## config.mk

```make
export PLATFORM = sky130hd
export DESIGN_NAME = rmw_fused_unit
export DESIGN_NICKNAME = d
export VERILOG_FILES = /design/src/rtl/rmw_pkg.sv /design/src/rtl/rmw_modify.sv /design/src/rtl/rmw_accum.sv /design/src/rtl/rmw_seq.sv /design/src/rtl/rmw_fused_unit.sv
export SDC_FILE = /design/constraint.sdc
export NUM_CORES = 1
export LEC_CHECK = 0
export ABC_AREA = 1
export CAP_MARGIN = 20
export CORE_MARGIN = 1
export CORE_UTILIZATION = 40
export CTS_CLUSTER_DIAMETER = 80
export DETAILED_ROUTE_END_ITERATION = 8
export PLACE_DENSITY = 0.67
export RECOVER_POWER = 100
export SLEW_MARGIN = 40
export SYNTH_ARGS = -nofsm -noshare
export SYNTH_HDL_FRONTEND = slang
export SYNTH_SLANG_ARGS = --single-unit
```

## constraint.sdc

```tcl
create_clock -name clk -period 3.2 [get_ports clk]
set_input_delay 0.64 -clock clk [delete_from_list [all_inputs] [get_ports clk]]
set_output_delay 0.64 -clock clk [all_outputs]
set_load 0.05 [all_outputs]
```

## src/rtl/rmw_pkg.sv

```systemverilog
package rmw_pkg;

  typedef enum logic [2:0] {
    OP_SHL_OR  = 3'd0,
    OP_ROL_AND = 3'd1,
    OP_SHR_XOR = 3'd2,
    OP_ROR_ADD = 3'd3,
    OP_DEC_CMP = 3'd4,
    OP_INC_SUB = 3'd5
  } rmw_op_e;

  typedef enum logic [2:0] {
    ST_IDLE    = 3'd0,
    ST_READ    = 3'd1,
    ST_WR_ORIG = 3'd2,
    ST_WR_MOD  = 3'd3,
    ST_FIN     = 3'd4
  } rmw_state_e;

  function automatic logic op_valid(input logic [2:0] code);
    return code <= 3'd5;
  endfunction

endpackage

```

## src/rtl/rmw_modify.sv

```systemverilog
module rmw_modify
  import rmw_pkg::*;
#(
  parameter int DATA_W = 8
) (
  input  rmw_op_e           op,
  input  logic [DATA_W-1:0] byte_in,
  input  logic              c_in,
  output logic [DATA_W-1:0] byte_mod,
  output logic              c_mid
);
  localparam int MSB = DATA_W - 1;
  localparam logic [DATA_W-1:0] ONE = DATA_W'(1);

  always_comb begin
    byte_mod = byte_in;
    c_mid    = c_in;
    unique case (op)
      OP_SHL_OR: begin
        byte_mod = {byte_in[MSB-1:0], 1'b0};
        c_mid    = byte_in[MSB];
      end
      OP_ROL_AND: begin
        byte_mod = {byte_in[MSB-1:0], c_in};
        c_mid    = byte_in[MSB];
      end
      OP_SHR_XOR: begin
        byte_mod = {1'b0, byte_in[MSB:1]};
        c_mid    = byte_in[0];
      end
      OP_ROR_ADD: begin
        byte_mod = {c_in, byte_in[MSB:1]};
        c_mid    = byte_in[0];
      end
      OP_DEC_CMP: byte_mod = byte_in - ONE;
      OP_INC_SUB: byte_mod = byte_in + ONE;
      default: ;
    endcase
  end
endmodule

```

## src/rtl/rmw_accum.sv

```systemverilog
module rmw_accum
  import rmw_pkg::*;
#(
  parameter int DATA_W = 8
) (
  input  rmw_op_e           op,
  input  logic [DATA_W-1:0] acc,
  input  logic [DATA_W-1:0] byte_mod,
  input  logic              c_mid,
  output logic [DATA_W-1:0] acc_new,
  output logic [DATA_W-1:0] wb_byte,
  output logic              c_new,
  output logic              n_new,
  output logic              z_new,
  output logic              v_new
);
  localparam int MSB = DATA_W - 1;

  logic [DATA_W:0]   sum_add;
  logic [DATA_W:0]   sum_sub;
  logic [DATA_W-1:0] flag_src;

  // Add path and subtract path (A + ~M + carry_in)
  assign sum_add = {1'b0, acc} + {1'b0, byte_mod} + {{DATA_W{1'b0}}, c_mid};
  assign sum_sub = {1'b0, acc} + {1'b0, ~byte_mod} +
                   {{DATA_W{1'b0}}, (op == OP_DEC_CMP) ? 1'b1 : c_mid};

  always_comb begin
    acc_new  = acc;
    wb_byte  = byte_mod;
    c_new    = c_mid;
    v_new    = 1'b0;
    flag_src = acc;
    unique case (op)
      OP_SHL_OR: begin
        acc_new = acc | byte_mod;
        wb_byte = acc | byte_mod;
      end
      OP_ROL_AND: acc_new = acc & byte_mod;
      OP_SHR_XOR: acc_new = acc ^ byte_mod;
      OP_ROR_ADD: begin
        acc_new = sum_add[MSB:0];
        c_new   = sum_add[DATA_W];
        v_new   = (acc[MSB] == byte_mod[MSB]) && (sum_add[MSB] != acc[MSB]);
      end
      OP_DEC_CMP: begin
        c_new = sum_sub[DATA_W];
      end
      OP_INC_SUB: begin
        acc_new = sum_sub[MSB:0];
        c_new   = sum_sub[DATA_W];
        v_new   = (acc[MSB] != byte_mod[MSB]) && (sum_sub[MSB] != acc[MSB]);
      end
      default: ;
    endcase
    flag_src = (op == OP_DEC_CMP) ? sum_sub[MSB:0] : acc_new;
    n_new    = flag_src[MSB];
    z_new    = (flag_src == '0);
  end
endmodule

```

## src/rtl/rmw_seq.sv

```systemverilog
module rmw_seq
  import rmw_pkg::*;
(
  input  logic       clk,
  input  logic       rst_n,
  input  logic       start_ok,
  input  logic       ack,
  output rmw_state_e state,
  output logic       load_ops,
  output logic       load_orig,
  output logic       load_res
);
  rmw_state_e state_nxt;

  always_comb begin
    state_nxt = state;
    unique case (state)
      ST_IDLE:    if (start_ok) state_nxt = ST_READ;
      ST_READ:    if (ack) state_nxt = ST_WR_ORIG;
      ST_WR_ORIG: if (ack) state_nxt = ST_WR_MOD;
      ST_WR_MOD:  if (ack) state_nxt = ST_FIN;
      ST_FIN:     state_nxt = ST_IDLE;
      default:    state_nxt = ST_IDLE;
    endcase
  end

  assign load_ops  = (state == ST_IDLE) && start_ok;
  assign load_orig = (state == ST_READ) && ack;
  assign load_res  = (state == ST_WR_MOD) && ack;

  always_ff @(posedge clk or negedge rst_n) begin
    if (!rst_n) state <= ST_IDLE;
    else        state <= state_nxt;
  end
endmodule

```

## src/rtl/rmw_fused_unit.sv

```systemverilog
module rmw_fused_unit
  import rmw_pkg::*;
#(
  parameter int ADDR_W = 16,
  parameter int DATA_W = 8
) (
  input  logic              clk,
  input  logic              rst_n,
  input  logic              start_i,
  input  logic [2:0]        op_i,
  input  logic [ADDR_W-1:0] addr_i,
  input  logic [DATA_W-1:0] acc_i,
  input  logic              carry_i,
  output logic              busy_o,
  output logic              mem_req_o,
  output logic              mem_we_o,
  output logic [ADDR_W-1:0] mem_addr_o,
  output logic [DATA_W-1:0] mem_wdata_o,
  input  logic              mem_ack_i,
  input  logic [DATA_W-1:0] mem_rdata_i,
  output logic              done_o,
  output logic [DATA_W-1:0] acc_o,
  output logic              carry_o,
  output logic              neg_o,
  output logic              zero_o,
  output logic              ovf_o
);
  rmw_state_e        state;
  logic              start_ok, xfer_ack;
  logic              load_ops, load_orig, load_res;
  rmw_op_e           op_q;
  logic [ADDR_W-1:0] addr_q;
  logic [DATA_W-1:0] acc_q, orig_q;
  logic              c_q;
  logic [DATA_W-1:0] byte_mod, acc_new, wb_byte;
  logic              c_mid, c_new, n_new, z_new, v_new;

  assign start_ok = start_i && op_valid(op_i);
  assign xfer_ack = mem_req_o && mem_ack_i;

  rmw_seq u_seq (
    .clk      (clk),
    .rst_n    (rst_n),
    .start_ok (start_ok),
    .ack      (xfer_ack),
    .state    (state),
    .load_ops (load_ops),
    .load_orig(load_orig),
    .load_res (load_res)
  );

  // Operand capture with explicit enables
  always_ff @(posedge clk or negedge rst_n) begin
    if (!rst_n) begin
      op_q   <= OP_SHL_OR;
      addr_q <= '0;
      acc_q  <= '0;
      c_q    <= 1'b0;
    end else if (load_ops) begin
      op_q   <= rmw_op_e'(op_i);
      addr_q <= addr_i;
      acc_q  <= acc_i;
      c_q    <= carry_i;
    end
  end

  always_ff @(posedge clk or negedge rst_n) begin
    if (!rst_n)         orig_q <= '0;
    else if (load_orig) orig_q <= mem_rdata_i;
  end

  rmw_modify #(.DATA_W(DATA_W)) u_modify (
    .op      (op_q),
    .byte_in (orig_q),
    .c_in    (c_q),
    .byte_mod(byte_mod),
    .c_mid   (c_mid)
  );

  rmw_accum #(.DATA_W(DATA_W)) u_accum (
    .op      (op_q),
    .acc     (acc_q),
    .byte_mod(byte_mod),
    .c_mid   ((op_q == OP_INC_SUB) ? c_q : c_mid),
    .acc_new (acc_new),
    .wb_byte (wb_byte),
    .c_new   (c_new),
    .n_new   (n_new),
    .z_new   (z_new),
    .v_new   (v_new)
  );

  always_ff @(posedge clk or negedge rst_n) begin
    if (!rst_n) begin
      acc_o   <= '0;
      carry_o <= 1'b0;
      neg_o   <= 1'b0;
      zero_o  <= 1'b0;
      ovf_o   <= 1'b0;
    end else if (load_res) begin
      acc_o   <= acc_new;
      carry_o <= c_new;
      neg_o   <= n_new;
      zero_o  <= z_new;
      ovf_o   <= v_new;
    end
  end

  assign busy_o      = (state != ST_IDLE);
  assign done_o      = (state == ST_FIN);
  assign mem_req_o   = (state == ST_READ) || (state == ST_WR_ORIG) || (state == ST_WR_MOD);
  assign mem_we_o    = (state == ST_WR_ORIG) || (state == ST_WR_MOD);
  assign mem_addr_o  = addr_q;
  assign mem_wdata_o = (state == ST_WR_MOD) ? wb_byte : orig_q;

endmodule

```

==> impl_metrics.yaml <==
sta:
  finalHoldWorstSlack_ns: 0.4844
  period_share_pct: 116.4
  hold_viol: 0
  fin_crit_ns: 3.724
  clock_skew_ns: 0.007751
  grt_setup_unrepaired: "yes"
  report.final.slew_viol_count: 0
  max_freq_mhz: 268.6
  setup_slack_ns: -0.5236
  setup_violations: 17
  slew_headroom_pct: 11.83
  worstMarginPinSlew_ns: 1.323
run_status:
  violations: "setup timing"
  outcome: "finished with violations"
setup_path:
  worstPathBufferInverterCount: 5
  crit_path_end_kind: "primary output"
  slowest_delay_ns: 0.44
  worst-path-max-fanout: 8
  path_cells: "inv_4, nand3_4, buf_6, ha_4, a21o_1, buf_4, a31oi_1, nand2_1, nand2_1, nand3_2, nand3_2, nand2_1, ha_1, o21ai_1, inv_1, a21oi_4, buf_12"
  arrival_ns: 3.08
  required_ns: 2.56
  critPathSlowestCell: "dfrtp_2"
  path_class: "register to primary output"
  critical-path-top-delay-family: "compound AO/OA/AOI/OAI gates"
  path_common_cell: "nand2_1"
  worst_setup_path_start_kind: "register"
final_layout:
  syn_to_final_growth_pct: 65.59
  fin_cells: 904
  drive_above_1_share_pct: 40.34
  nets: 849
  num_antenna_cells: 0
cts:
  numCtsBuffers: 5
  cts_tree: "done"
  clkLatencyLatePin_ns: 0.33
  cts.reportedPaths.clkPinSlew_ns: 0.11
  clock_path_buffers: 2
  h-tree-depth: 2
  cts-root-buf: "clkbuf_8"
  clock-sinks: 51
detailed_routing:
  drt-total-wl_mm: 15.17
  drtIter0Drc: 246
  drt_first_pass_iters: 4
  drc: 0
  wl_per_cell_um: 16.78
  vias: 4790
  ant_nets: 0
  vias_per_cell: 5.299
global_route:
  grt_pass1_wl_mm: 23.29
  grt_max_degree: 30
  antenna_found_initial: 0
  grtUsageTotal_pct: 27.08
  grt_pass1_vias: 4840
  grt-ovfl-total: 0
synth:
  synth-warning-count: 0
  synth_cell_types: 35
  syn_nets: 654
  syn_avg_cell_area_um2: 7.176
  synth-seq-area-share_pct: 30.93
  synthCells: 575
  synth_seq_cells: 51
  syn_area_mm2: 0.004126
floorplan:
  initial_core_util_pct: 41.83
  die_h_um: 103.6
  io_pins: 80
  fp.dieW_um: 103.6
  num_rows: 36
  die_area_mm2: 0.01073
  core_area_mm2: 0.009864
placed_design:
  gp_congestion: 0.9503
  pre_cts_slack_ns: -0.1838
  hpwlAfterDp_mm: 10.97
  dp.cells: 866
  numPortBuffers: 79
run:
  drv_cap: 0
worst_hold_path:
  hold_path.class: "register to register"
[repair_timing]
item	CTS	global route
setup buffers	16	17
endpoints found under the setup margin	17	18
gates resized for setup	35	142
hold buffers	0	0
pin swaps	13	56
[layout by cell type, fill, tap and decap left out, types with 6 or more instances in the layout]
master	instances
a21oi_1	24
o21ai_2	9
nor2_4	7
dfrtp_1	48
buf_12	7
nor2_1	48
a21oi_4	6
ha_1	17
nand3_2	21
inv_2	18
o21ai_0	16
o21ai_1	9
ha_4	13
dlygate4sd3_1	34
nand3_1	25
nand2_2	39
buf_4	101
mux2_2	18
nand4_1	8
clkdlybuf4s50_1	36
buf_6	15
inv_1	59
nand2_1	101
[final timing paths]
check / end / start / slack (ns) / cells after the start
worst max-delay path: mem_wdata_o[7] / op_q[1] / -0.52 / 17
worst min-delay path: neg_o / neg_o / 0.48 / 2
worst max register to register: zero_o / op_q[1] / -0.39 / 26
worst min register to register: neg_o / neg_o / 0.48 / 2
max in group asynchronous: acc_o[0] / rst_n / 0.95 / 2
min in group asynchronous: orig_q[6] / rst_n / 0.57 / 1
[synth_stat cells]
master,count,share of area [%]
clkinv_1,1,0.091
a211oi_1,1,0.18
clkbuf_2,1,0.12
o22ai_1,4,0.61
nand2_1,141,13
xnor2_1,1,0.21
o211ai_1,1,0.18
or2_2,8,1.2
mux2_2,18,4.9
nand3_1,46,5.6
nand3_2,2,0.49
a21oi_1,35,4.2
inv_1,72,6.5
a31oi_1,7,1.1
nand4_1,8,1.2
a21o_1,4,0.73
inv_2,11,1.0
a22oi_1,3,0.55
nand2_2,2,0.30
o21a_1,1,0.18
nor2_4,3,0.82
o21ai_1,1,0.12
xor2_1,4,0.85
fa_1,5,2.4
nand3b_1,3,0.55
dfrtp_1,51,31
nor2_1,57,5.2
nor3_1,2,0.24
clkbuf_1,5,0.45
ha_1,34,10
o221ai_1,3,0.64
o21ai_2,4,0.85
buf_2,5,0.61
and2_1,1,0.15
o21ai_0,30,3.6
[registers in the layout (all words and copies together) (netlist names)]
signal and cells:
acc_q 8, orig_q 8, ovf_o 1, acc_o 8, neg_o 1, zero_o 1, op_q 3, c_q 1
mem_addr_o 16, carry_o 1, u_seq.state 3
[layer usage]
layer	wire length (um)	GRT usage (%)	vias up
li1	-	-	2258
met1	6350	33.31	2291
met5	0	0	-
met3	979	6.356	35
met2	7484	46.45	206
met4	357	9.006	0
[worst reg2reg max path, delay by kind of cell (launching register included)]
kind	cells	cell delay (ns)
AOI/OAI and AO/OA	6	0.85
adders and majority gates	2	0.69
buffers and inverters	5	0.56
DFF	1	0.44
and+or+nand+nor	13	1.03
[cell families after synthesis]
group | after synthesis | synth area share (%)
simple gates | 273 | 28.56
buf+inv | 95 | 8.823
compound gates | 94 | 12.98
flops | 51 | 30.93
fa+ha+maj | 39 | 12.74
mux | 18 | 4.912
xor+xnor | 5 | 1.061
[final cells by class]
class                      count  area (um^2)
clock buffer                   5        68.82
clock inverter                 3        23.77
multi-input combinational    429         3167
inverter                      84        332.8
fill                         771         3032
tap                          133        166.4
sequential                    51         1280
timing repair buffer         199         1794
[per-stage QoR]
step	TNS, ns	instance area [um^2]	util (%)
after floorplan	-0.1893	4222	-
after detailed placement	-1.076	5868	59.49
after CTS	-4.174	6193	62.79
after global placement	-0.4537	5868	59.49
final	-4.844	6833	69.27
after global routing	-7.513	6833	69.27
Power is not shown: default switching activity piles up to over one toggle a cycle in this logic, so the estimate is an artifact.
